==> src/rtl/pmt_pkg.sv <==
package pmt_pkg;

    // Byte offsets of the software-visible registers
    localparam int unsigned OFS_STAT  = 32'h000;
    localparam int unsigned OFS_CTRL  = 32'h004;
    localparam int unsigned OFS_COUNT = 32'h008;
    localparam int unsigned OFS_PSC   = 32'h00C;
    localparam int unsigned OFS_MACT  = 32'h014;
    localparam int unsigned OFS_MVAL  = 32'h018;
    localparam int unsigned OFS_MODE  = 32'h070;

    localparam int unsigned MODE_W = 2;

    // Control field: bit 1 hold-in-zero, bit 0 run
    typedef struct packed {
        logic hold;
        logic en;
    } ctrl_t;

    // Match action field: bit 2 stop, bit 1 return to zero, bit 0 interrupt
    typedef struct packed {
        logic stop;
        logic zero;
        logic irq;
    } mact_t;

    // One flag per register, used both for address hits and write strobes
    typedef struct packed {
        logic stat;
        logic ctrl;
        logic count;
        logic psc;
        logic mact;
        logic mval;
        logic mode;
    } rsel_t;

endpackage

==> src/rtl/pmt_bus_dec.sv <==
module pmt_bus_dec
    import pmt_pkg::*;
#(
    parameter int unsigned ADDR_W = 8
) (
    input  logic [ADDR_W-1:0] addr,
    input  logic              we,
    output rsel_t             hit,
    output rsel_t             wr
);

    always_comb begin
        hit       = '0;
        hit.stat  = (addr == ADDR_W'(OFS_STAT));
        hit.ctrl  = (addr == ADDR_W'(OFS_CTRL));
        hit.count = (addr == ADDR_W'(OFS_COUNT));
        hit.psc   = (addr == ADDR_W'(OFS_PSC));
        hit.mact  = (addr == ADDR_W'(OFS_MACT));
        hit.mval  = (addr == ADDR_W'(OFS_MVAL));
        hit.mode  = (addr == ADDR_W'(OFS_MODE));
    end

    always_comb begin
        wr = we ? hit : '0;
    end

endmodule

==> src/rtl/pmt_prescaler.sv <==
module pmt_prescaler #(
    parameter int unsigned DATA_W = 32
) (
    input  logic              clk,
    input  logic              rst_n,
    input  logic              clear,
    input  logic              run,
    input  logic [DATA_W-1:0] limit,
    output logic              tick
);

    localparam logic [DATA_W-1:0] ONE = DATA_W'(1);

    logic [DATA_W-1:0] pc_d, pc_q;

    always_comb begin
        // A limit lowered below the running value still rolls over at once
        tick = run && !clear && (pc_q >= limit);
        pc_d = pc_q;
        if (clear) begin
            pc_d = '0;
        end else if (run) begin
            pc_d = tick ? '0 : pc_q + ONE;
        end
    end

    always_ff @(posedge clk) begin
        if (!rst_n) begin
            pc_q <= '0;
        end else begin
            pc_q <= pc_d;
        end
    end

endmodule

==> src/rtl/pmt_counter.sv <==
module pmt_counter #(
    parameter int unsigned DATA_W = 32
) (
    input  logic              clk,
    input  logic              rst_n,
    input  logic              clear,
    input  logic              load,
    input  logic [DATA_W-1:0] load_val,
    input  logic              tick,
    input  logic [DATA_W-1:0] cmp_val,
    input  logic              wrap_on_hit,
    output logic [DATA_W-1:0] count,
    output logic              hit_evt
);

    localparam logic [DATA_W-1:0] ONE = DATA_W'(1);

    logic [DATA_W-1:0] cnt_d, cnt_q;
    logic [DATA_W-1:0] stepped;

    always_comb begin
        stepped = (wrap_on_hit && (cnt_q == cmp_val)) ? '0 : cnt_q + ONE;
        cnt_d   = cnt_q;
        hit_evt = 1'b0;
        if (clear) begin
            cnt_d = '0;
        end else if (load) begin
            cnt_d = load_val;
        end else if (tick) begin
            cnt_d   = stepped;
            hit_evt = (stepped == cmp_val);
        end
    end

    always_ff @(posedge clk) begin
        if (!rst_n) begin
            cnt_q <= '0;
        end else begin
            cnt_q <= cnt_d;
        end
    end

    assign count = cnt_q;

endmodule

==> src/rtl/pmt_timer.sv <==
module pmt_timer
    import pmt_pkg::*;
#(
    parameter int unsigned DATA_W = 32,
    parameter int unsigned ADDR_W = 8
) (
    input  logic              clk,
    input  logic              rst_n,
    input  logic [ADDR_W-1:0] addr,
    input  logic              we,
    input  logic [DATA_W-1:0] wdata,
    output logic [DATA_W-1:0] rdata,
    output logic              irq_o
);

    typedef struct packed {
        ctrl_t             ctrl;
        logic [DATA_W-1:0] psc;
        mact_t             mact;
        logic [DATA_W-1:0] mval;
        logic [MODE_W-1:0] mode;
        logic              stat;
    } regs_t;

    regs_t             r_d, r_q;
    rsel_t             hit, wr;
    logic              run;
    logic              tick;
    logic              match_evt;
    logic              stat_clr;
    logic [DATA_W-1:0] count;

    pmt_bus_dec #(.ADDR_W(ADDR_W)) dec_i (
        .addr (addr),
        .we   (we),
        .hit  (hit),
        .wr   (wr)
    );

    assign run      = r_q.ctrl.en && !r_q.ctrl.hold && (r_q.mode == '0);
    assign stat_clr = wr.stat && wdata[0];

    pmt_prescaler #(.DATA_W(DATA_W)) psc_i (
        .clk   (clk),
        .rst_n (rst_n),
        .clear (r_q.ctrl.hold),
        .run   (run),
        .limit (r_q.psc),
        .tick  (tick)
    );

    pmt_counter #(.DATA_W(DATA_W)) cnt_i (
        .clk         (clk),
        .rst_n       (rst_n),
        .clear       (r_q.ctrl.hold),
        .load        (wr.count),
        .load_val    (wdata),
        .tick        (tick),
        .cmp_val     (r_q.mval),
        .wrap_on_hit (r_q.mact.zero),
        .count       (count),
        .hit_evt     (match_evt)
    );

    // Next-state computation for the register file
    always_comb begin
        r_d = r_q;
        if (wr.ctrl) begin
            r_d.ctrl = ctrl_t'(wdata[1:0]);
        end else if (match_evt && r_q.mact.stop) begin
            r_d.ctrl.en = 1'b0;
        end
        if (wr.psc)  r_d.psc  = wdata;
        if (wr.mact) r_d.mact = mact_t'(wdata[2:0]);
        if (wr.mval) r_d.mval = wdata;
        if (wr.mode) r_d.mode = wdata[MODE_W-1:0];
        // A new match on the clearing edge keeps the bit set
        r_d.stat = (r_q.stat && !stat_clr) || (match_evt && r_q.mact.irq);
    end

    always_ff @(posedge clk) begin
        if (!rst_n) begin
            r_q <= '0;
        end else begin
            r_q <= r_d;
        end
    end

    // Read path, zero for unmapped offsets
    always_comb begin
        rdata = '0;
        if (hit.stat)  rdata[0]        = r_q.stat;
        if (hit.ctrl)  rdata[1:0]      = r_q.ctrl;
        if (hit.count) rdata           = count;
        if (hit.psc)   rdata           = r_q.psc;
        if (hit.mact)  rdata[2:0]      = r_q.mact;
        if (hit.mval)  rdata           = r_q.mval;
        if (hit.mode)  rdata[MODE_W-1:0] = r_q.mode;
    end

    assign irq_o = r_q.stat;

endmodule

==> config.mk <==
export PLATFORM = sky130hd
export DESIGN_NAME = pmt_timer
export DESIGN_NICKNAME = d
export VERILOG_FILES = /design/src/rtl/pmt_pkg.sv /design/src/rtl/pmt_bus_dec.sv /design/src/rtl/pmt_prescaler.sv /design/src/rtl/pmt_counter.sv /design/src/rtl/pmt_timer.sv
export SDC_FILE = /design/constraint.sdc
export NUM_CORES = 1
export LEC_CHECK = 0
export ABC_AREA = 1
export BUFFER_PORTS_ARGS = -buffer_cell sky130_fd_sc_hd__buf_2
export CAP_MARGIN = 25
export CORE_MARGIN = 4
export CORE_UTILIZATION = 55
export DETAILED_ROUTE_END_ITERATION = 16
export PLACE_DENSITY = 0.82
export SYNTH_ARGS = -nofsm -noshare
export SYNTH_HDL_FRONTEND = slang
export SYNTH_SLANG_ARGS = --single-unit
==> constraint.sdc <==
create_clock -name clk -period 2.3 [get_ports clk]
set_clock_uncertainty 0.2 [all_clocks]
set_input_delay 0.46 -clock clk [delete_from_list [all_inputs] [get_ports clk]]
set_output_delay 0.46 -clock clk [all_outputs]
set_load 0.01 [all_outputs]
==> flow_summary.toml, run 1 <==
[logic_synthesis]
synth_cell_types = 49
yosys.area.top_type = "dfxtp_1"
yosysSeqAreaShare_pct = 29.3
synth_top_cell_area_share_pct = 29.3
yosys_warnings = 0
synth_ff_type = "dfxtp_1"
synth_area_leaders = "dfxtp_1 (29%), nand2_1 (14%), a21oi_1 (8.4%), inv_1 (6.4%), o21ai_0 (6.4%)"
ys_async_sr_fraction_pct = 0
synth_seq_cells = 136
synth_edf_count = 0
syn-num-nets = 1517
synth.avg_cell_area_um2 = 6.45
syn_inst = 1440
syn-cell-area_um2 = 9280

[die]
chipHeight_um = 138
pin_count = 76
fp-row-count = 47
die_w_um = 138
start_util_pct = 56.0

[clock_network]
cts_sinks = 136
tritoncts.num_buffers = 17
clockBufferDepth = 2
ctsRootBufferMaster = "clkbuf_16"
ctsHtreeMaxLevel = 4

[global_routing]
grt_max_degree = 68
track_usage_pct = 91.4
overflow = 591

[placement]
dp_hpwl_mm = 28.6
portBuffers = 75
gp_congestion = 1.14
pre_cts_ws_ps = -478

[run_status]
status = "did not finish"
firstError = "[ERROR GRT-0232] Routing congestion too high. Check the congestion heatmap in the GUI."
failing_step = "5_1_grt"
cell families after synthesis:
kind of cell,synth area share [%]
adder cells (fa/ha/maj),4.58
XOR/XNOR,4.42
AO/OA/AOI/OAI,19.5
flip-flops,29.3
AND/OR/NAND/NOR,32.3
buffers and inverters,9.92
synthesized netlist by cell type, types with 9 or more instances:
cell type / count
nand2_1: 338
inv_1: 159
a21oi_1: 156
dfxtp_1: 136
nor2_1: 127
o21ai_0: 119
nand3_1: 88
clkbuf_1: 34
ha_1: 34
xor2_1: 33
nor3_1: 29
nand4_1: 25
o221ai_1: 19
inv_2: 14
a22oi_1: 13
xnor2_1: 12
a211oi_1: 10
buf_1: 9
buf_2: 9
per-stage QoR:
step / std cells / util (%) / cell area, um2 / setup TNS (ps)
CTS: 2123 / 90.4 / 15000 / -25800
floorplan: 1440 / - / 9320 / -3220
global placement: 2034 / 75.8 / 12600 / -27660
detailed placement: 2034 / 75.8 / 12600 / -42930
routing by layer:
metal,GRT overflow,track usage [%]
met1,20,85.8
met2,362,106
met3,27,79.2
met4,179,99.3
met5,3,61.4
repair_timing:
action,4_1_cts
setup endpoints to repair,99
gates resized for setup,339
gates cloned,12
buffers inserted,46
pin swaps,66
hold buffers,0
==> run 2: changes to the inputs <==
--- a/config.mk
+++ b/config.mk
@@ -9,9 +9,9 @@
 export BUFFER_PORTS_ARGS = -buffer_cell sky130_fd_sc_hd__buf_2
 export CAP_MARGIN = 25
 export CORE_MARGIN = 4
-export CORE_UTILIZATION = 55
+export CORE_UTILIZATION = 40
 export DETAILED_ROUTE_END_ITERATION = 16
-export PLACE_DENSITY = 0.82
+export PLACE_DENSITY_LB_ADDON = 0.15
 export SYNTH_ARGS = -nofsm -noshare
 export SYNTH_HDL_FRONTEND = slang
 export SYNTH_SLANG_ARGS = --single-unit
==> constraint.sdc (replaced) <==
create_clock -name clk -period 3 [get_ports clk]
set_clock_uncertainty 0.2 [all_clocks]
set_input_delay 0.6 -clock clk [delete_from_list [all_inputs] [get_ports clk]]
set_output_delay 0.6 -clock clk [all_outputs]
set_load 0.01 [all_outputs]
==> run 2 against run 1 <==
The run now ends clean. Synthesized cell count is the same. Area after synthesis is the same.
==> flow_summary.toml, run 2 <==
[run_status]
status = "finished clean"

[worst_setup_path]
cp_slowest_cell = "o221ai_1"
regToRegSetupSlack_ps = 130
cp_common_cell = "buf_2"
crit_family = "buffers and inverters"
cp.required_ps = 2200
worstSetupStartpointType = "input pin"
path_max_fanout = 9
critPathMaxStageDelay_ps = 290
crit_chain = "buf_2, or2_4, nor3_4, inv_2, nor4_4, buf_4, inv_4, o221ai_1, buf_2"
path_class = "input pin to output pin"
worst-path-buf-inv = 5
cp.arrival_ps = 2090
end_kind = "output pin"

[final_layout]
layout_commonest_cell = "nand2_1"
num-nets-final = 1682
largest-register = "r_q"
drive_above_1_share_pct = 20.2
syn_to_final_growth_pct = 25.1
nFillCells = 2354
largest_register_ffs = 71
fin_util_pct = 51.2
mostFrequentLayoutCells = "nand2_1 (335), inv_1 (159), a21oi_1 (155), dfxtp_1 (125), nor2_1 (122)"
antennaDiodeCount = 0
instances_no_fill = 1902

[sta]
setup_viol = 0
hold_viol_final = 0
relSlewSlack_pct = 44.1
setup_slack_ps = 112
slew_violations = 0
clock.fmax_mhz = 346
setup-tns-final_ps = 0
min_period_ps = 2890
fin_crit_sh_pct = 96.3
worst_pin_slew_ps = 838

[logic_synthesis]
synth_top_cell_area_share_pct = 29.3
synth_most_common_cell = "nand2_1"
yosys_warnings = 0
synth_area_leaders = "dfxtp_1 (29%), nand2_1 (14%), a21oi_1 (8.4%), inv_1 (6.4%), o21ai_0 (6.4%)"
synthTopCellsByCount = "nand2_1 (338), inv_1 (159), a21oi_1 (156)"
syn_inst = 1440
ys_async_sr_fraction_pct = 0
synth_seq_cells = 136
syn-cell-area_um2 = 9280
synth_edf_count = 0
synth_ff_type = "dfxtp_1"
synth.avg_cell_area_um2 = 6.45
synth_cell_types = 49
yosys.area.top_type = "dfxtp_1"
syn-num-nets = 1517
yosysSeqAreaShare_pct = 29.3

[global_routing]
grt_pass1_vias = 9782
track_usage_pct = 29.1
antenna_found_initial = 0
grt_pass1_wl_mm = 57.7
overflow = 0
grt_max_degree = 68

[clock_network]
cts_sinks = 136
ctsHtreeMaxLevel = 4
tritoncts.num_buffers = 17
cts_tree = "yes"
ctsRootBufferMaster = "clkbuf_16"
clockBufferDepth = 2
path_clk_slew_ps = 60
clkLatencyLatePin_ps = 430

[drt]
vias_per_cell = 5.48
final_antenna_net_count = 0
routed-via-count = 10400
wire_per_inst_um = 20.2
wl_mm = 38.4
first_pass_iters = 7
drt_iter0_markers = 954
drcViolationCount = 0

[die]
core_um2 = 22700
start_util_pct = 40.9
pin_count = 76
chipHeight_um = 160
fp-row-count = 55
die_w_um = 160
die_area_um2 = 25700

[power]
power_density_nw_per_um2 = 367
p_leak_nw = 5.29
max-vdd-ir-drop_mv = 0.260

[placement]
pre_cts_ws_ps = -45.6
portBuffers = 75
dp_hpwl_mm = 29.8
post-place-cells = 1869
gp_congestion = 1.01

[job]
drv_cap = 0

[min_path]
hp-class = "register to register"
run 2: cell counts after synthesis:
Identical to the previous run, type by type.
run 2: cell families (layout without fill, tap and decap cells):
family | after synthesis | count (layout) | synth area share, %
and+or+nand+nor | 661 | 661 | 32.3
AOI/OAI and AO/OA | 329 | 329 | 19.5
buffers and inverters | 234 | 411 | 9.92
DFF | 136 | 136 | 29.3
xor gates and xnor gates | 46 | 46 | 4.42
adders and majority gates | 34 | 34 | 4.58
run 2: stage by stage:
step / hold slack, ps / cell area, um2 / total power [mW]
floorplan: 240 / 9280 / 1.94
global placement: 268 / 10800 / 2.05
detailed placement: 269 / 10800 / 2.05
CTS: 272 / 11500 / 4.27
global route: 289 / 11600 / 4.37
finish: 280 / 11600 / 4.26
run 2: per-layer routing:
metal | vias to the layer above | wire, um | GRT usage, %
met4 | 0 | 899 | 8.02
met1 | 4844 | 17700 | 42.2
li1 | 5105 | - | -
met5 | - | 0 | 0
met2 | 424 | 16500 | 44.6
met3 | 48 | 3300 | 5.16
run 2: worst reg2reg max path: stages (launching register included):
cell     delay (ps)
dfxtp_1         330
buf_4           180
nand2_1          90
nor3_1          330
nand3_2         220
nor3_2          210
xor2_1          180
inv_1            70
nand3_1          70
nand3_1          80
nor2_1          170
nand2_1         170
nor2_4          190
nand4_1         140
a21oi_2         170
run 2: final timing paths:
kind,from,endpoint,cells past startpoint
setup / recovery,addr[7],rdata[31],9
hold / removal,r_q[32],r_q[32],2
setup reg to reg,cnt_i.count[5],irq_o,14
hold reg to reg,r_q[32],r_q[32],2
run 2: area by class of cell:
cell class | count | area (um2) | area share [%]
flip-flops and latches | 136 | 2740 | 23.6
repair buffers | 204 | 1500 | 12.9
clock buffers | 18 | 439 | 3.78
inverters | 176 | 663 | 5.71
multi-input cells | 1070 | 5760 | 49.5
clock inverters | 13 | 168 | 1.44
well taps | 285 | 357 | 3.07
run 2: report_power, final:
group          internal, mW  switching, mW
combinational        0.0674          0.138
sequential             1.81        0.00417
clock                  1.34          0.910
run 2: repair_timing:
item	4_1_cts	5_1_grt
setup buffers	1	0
setup endpoints to repair	4	39
cloned	0	1
resized for setup	4	35
hold buffers	0	0
No activity file was read; power rests on OpenSTA's default activity.
==> run 3: changes to the inputs <==
--- a/config.mk
+++ b/config.mk
@@ -5,7 +5,7 @@
 export SDC_FILE = /design/constraint.sdc
 export NUM_CORES = 1
 export LEC_CHECK = 0
-export ABC_AREA = 1
+export ABC_AREA = 0
 export BUFFER_PORTS_ARGS = -buffer_cell sky130_fd_sc_hd__buf_2
 export CAP_MARGIN = 25
 export CORE_MARGIN = 4
==> run 3 against run 2 <==
The flow now finishes with violations (negative setup slack). Wire length fell by 0.56%. Total power barely moved. Register-to-register slack got worse by 370 ps. Core utilization rose by 9.3 points. Synthesized cell count fell by 16%. Sequential share of layout area fell by 2.9 points. Largest power group unchanged.
==> flow_summary.toml, run 3 <==
[worst_setup_path]
worstSetupStartpointType = "register"
path_class = "register to register"
crit_family = "simple AND/OR/NAND/NOR gates"
r2r_start = "cnt_i.count[1]"
path_max_fanout = 6
crit_chain = "ha_4, nand4_1, buf_4, nor3_2, buf_4, nand4_1, buf_6, nor2_4, xnor2_2, a2111o_1, nand2_1, nand2_1, or4_1, a21boi_1"
rr_worst_depth = 14
timing.rr.end = "irq_o"
cp.arrival_ps = 3390
regToRegSetupSlack_ps = -240
critPathMaxStageDelay_ps = 520
worst-path-buf-inv = 3
cp.required_ps = 3150
end_kind = "register"
cp_slowest_cell = "or4_1"

[logic_synthesis]
syn-num-nets = 1293
synth_top_cell_area_share_pct = 29.9
yosys.area.top_type = "dfxtp_1"
syn-cell-area_um2 = 9110
synth_ff_type = "dfxtp_1"
synth.avg_cell_area_um2 = 7.49
synth_most_common_cell = "nand2_1"
synth_cell_types = 75
synthTopCellsByCount = "nand2_1 (183), dfxtp_1 (136), nor2_1 (94)"
yosys_warnings = 0
syn_inst = 1216
synth_area_leaders = "dfxtp_1 (30%), nand2_1 (7.5%), a21boi_0 (5.9%), xnor2_1 (5.3%), ha_1 (4.7%)"
synth_edf_count = 0
ys_async_sr_fraction_pct = 0
synth_seq_cells = 136
yosysSeqAreaShare_pct = 29.9

[final_layout]
largest-register = "r_q"
antennaDiodeCount = 0
drive_above_1_share_pct = 36.4
num-nets-final = 1580
nFillCells = 2048
multiInputGateArea_um2 = 6520
seq_area_um2 = 2750
mostFrequentLayoutCells = "buf_4 (250), nand2_1 (180), dfxtp_1 (117), inv_1 (76), buf_2 (75)"
largest_register_ffs = 71
syn_to_final_growth_pct = 46.6
final_cell_area_um2 = 13400
layout_commonest_cell = "buf_4"

[power]
p_leak_nw = 5.34
power_density_nw_per_um2 = 319
max-vdd-ir-drop_mv = 0.344
finalPower_mw = 4.26

[global_routing]
grt_pass1_wl_mm = 56.9
track_usage_pct = 28.7
grt_max_degree = 47
antenna_found_initial = 0
overflow = 0
grt_pass1_vias = 9631

[placement]
post_dp_cell_area_um2 = 11600
portBuffers = 75
gp_congestion = 1.01
dp_hpwl_mm = 28.4
pre_cts_ws_ps = -438

[sta]
setup_viol = 41
worst_pin_slew_ps = 592
hold_viol_final = 0
relSlewSlack_pct = 60.4
slew_violations = 0
setup_slack_ps = -236
fin_crit_sh_pct = 108
clock.fmax_mhz = 309
min_period_ps = 3240
rsz0062_at_grt = "yes"

[drt]
drcViolationCount = 0
wire_per_inst_um = 21.3
final_antenna_net_count = 0
routed-via-count = 10300
wl_mm = 38.2
drt_iter0_markers = 1021
vias_per_cell = 5.74
first_pass_iters = 7

[min_path]
min_to = "r_q[42]"
hp-class = "input pin to register"
min_from = "wdata[4]"
holdPathStages = 3

[die]
chipHeight_um = 159
start_util_pct = 41.2
die_w_um = 159
die_area_um2 = 25200
pin_count = 76
core_um2 = 22100
fp-row-count = 54

[run_status]
violations = "negative setup slack"
status = "finished with violations"

[clock_network]
cts_tree = "yes"
postCtsHoldBufs = 0
clockBufferDepth = 2
tritoncts.num_buffers = 17
clkLatencyLatePin_ps = 430
ctsHtreeMaxLevel = 4
cts_sinks = 136
path_clk_slew_ps = 70
ctsRootBufferMaster = "clkbuf_16"

[job]
drv_cap = 0
-- run 3: cell types whose count changed after synthesis, sizes merged, moves of 45 or more --
cell    change
nand3      -54
nor2       -45
o21ai      -52
nand2     -161
a21boi     +73
inv        -95
a21oi     -101
-- run 3: power breakdown --
group | internal [mW] | switching [mW] | total, mW | leakage (nW)
sequential | 1.80 | 0.00237 | 1.81 | 1.11
combinational | 0.0830 | 0.127 | 0.210 | 3.94
clock | 1.27 | 0.984 | 2.25 | 0.295
total | 3.15 | 1.11 | 4.26 | 5.34
-- run 3: routing by layer --
layer	track usage [%]	up-vias	part of all wire, %
li1	-	4875	-
met1	38.8	4920	44
met2	46.6	442	46
met3	3.73	75	6.4
met4	11.6	0	3.6
met5	0	-	0
-- run 3: timing repair --
item / 4_1_cts / 5_1_grt
gates cloned: 4 / 2
pin swaps: 55 / 68
resized for setup: 108 / 123
endpoints found under the hold margin: 0 / 0
buffers inserted: 10 / 10
endpoints found under the setup margin: 66 / 98
-- run 3: cells by family after synthesis --
group                    count (synthesis)  synth area share [%]
AND/OR/NAND/NOR                        481                  26.2
AO/OA/AOI/OAI                          302                  22.6
buffers and inverters                  172                  7.68
flip-flops                             136                  29.9
XOR/XNOR                                87                  8.37
adder cells (fa/ha/maj)                 34                  4.67
multiplexers                             4                 0.577
-- run 3: worst max-delay path by stage --
stage,start,end,cells after the start
after floorplan,cnt_i.count[18],irq_o,11
after global placement,cnt_i.count[6],irq_o,10
after detailed placement,cnt_i.count[6],irq_o,10
after CTS,cnt_i.count[16],irq_o,11
after global routing,cnt_i.count[0],irq_o,12
final,cnt_i.count[1],irq_o,14
-- run 3: worst min-delay path, delay by kind of cell --
kind                   cells  cell delay, ps
buffers and inverters      1             110
AOI/OAI and AO/OA          1              60
and+or+nand+nor            1              50
-- run 3: metrics by stage --
| stage | hold slack [ps] | TNS, ps | util [%] | instances |
|---|---|---|---|---|
| after floorplan | 252 | -19.7 | - | 1216 |
| after global placement | 274 | -12110 | 52.6 | 1743 |
| after detailed placement | 284 | -11510 | 52.6 | 1743 |
| after CTS | 232 | -2450 | 57.7 | 1788 |
| after global routing | 243 | -12670 | 60.4 | 1796 |
| final | 238 | -3160 | 60.4 | 1796 |
-- run 3: final cells by class --
class / count / share of cell area [%]
multi-input cells: 909 / 48.8
repair buffers: 361 / 21.2
flip-flops and latches: 136 / 20.6
clock buffers: 17 / 3.19
well taps: 280 / 2.62
inverters: 78 / 2.23
clock inverters: 15 / 1.39
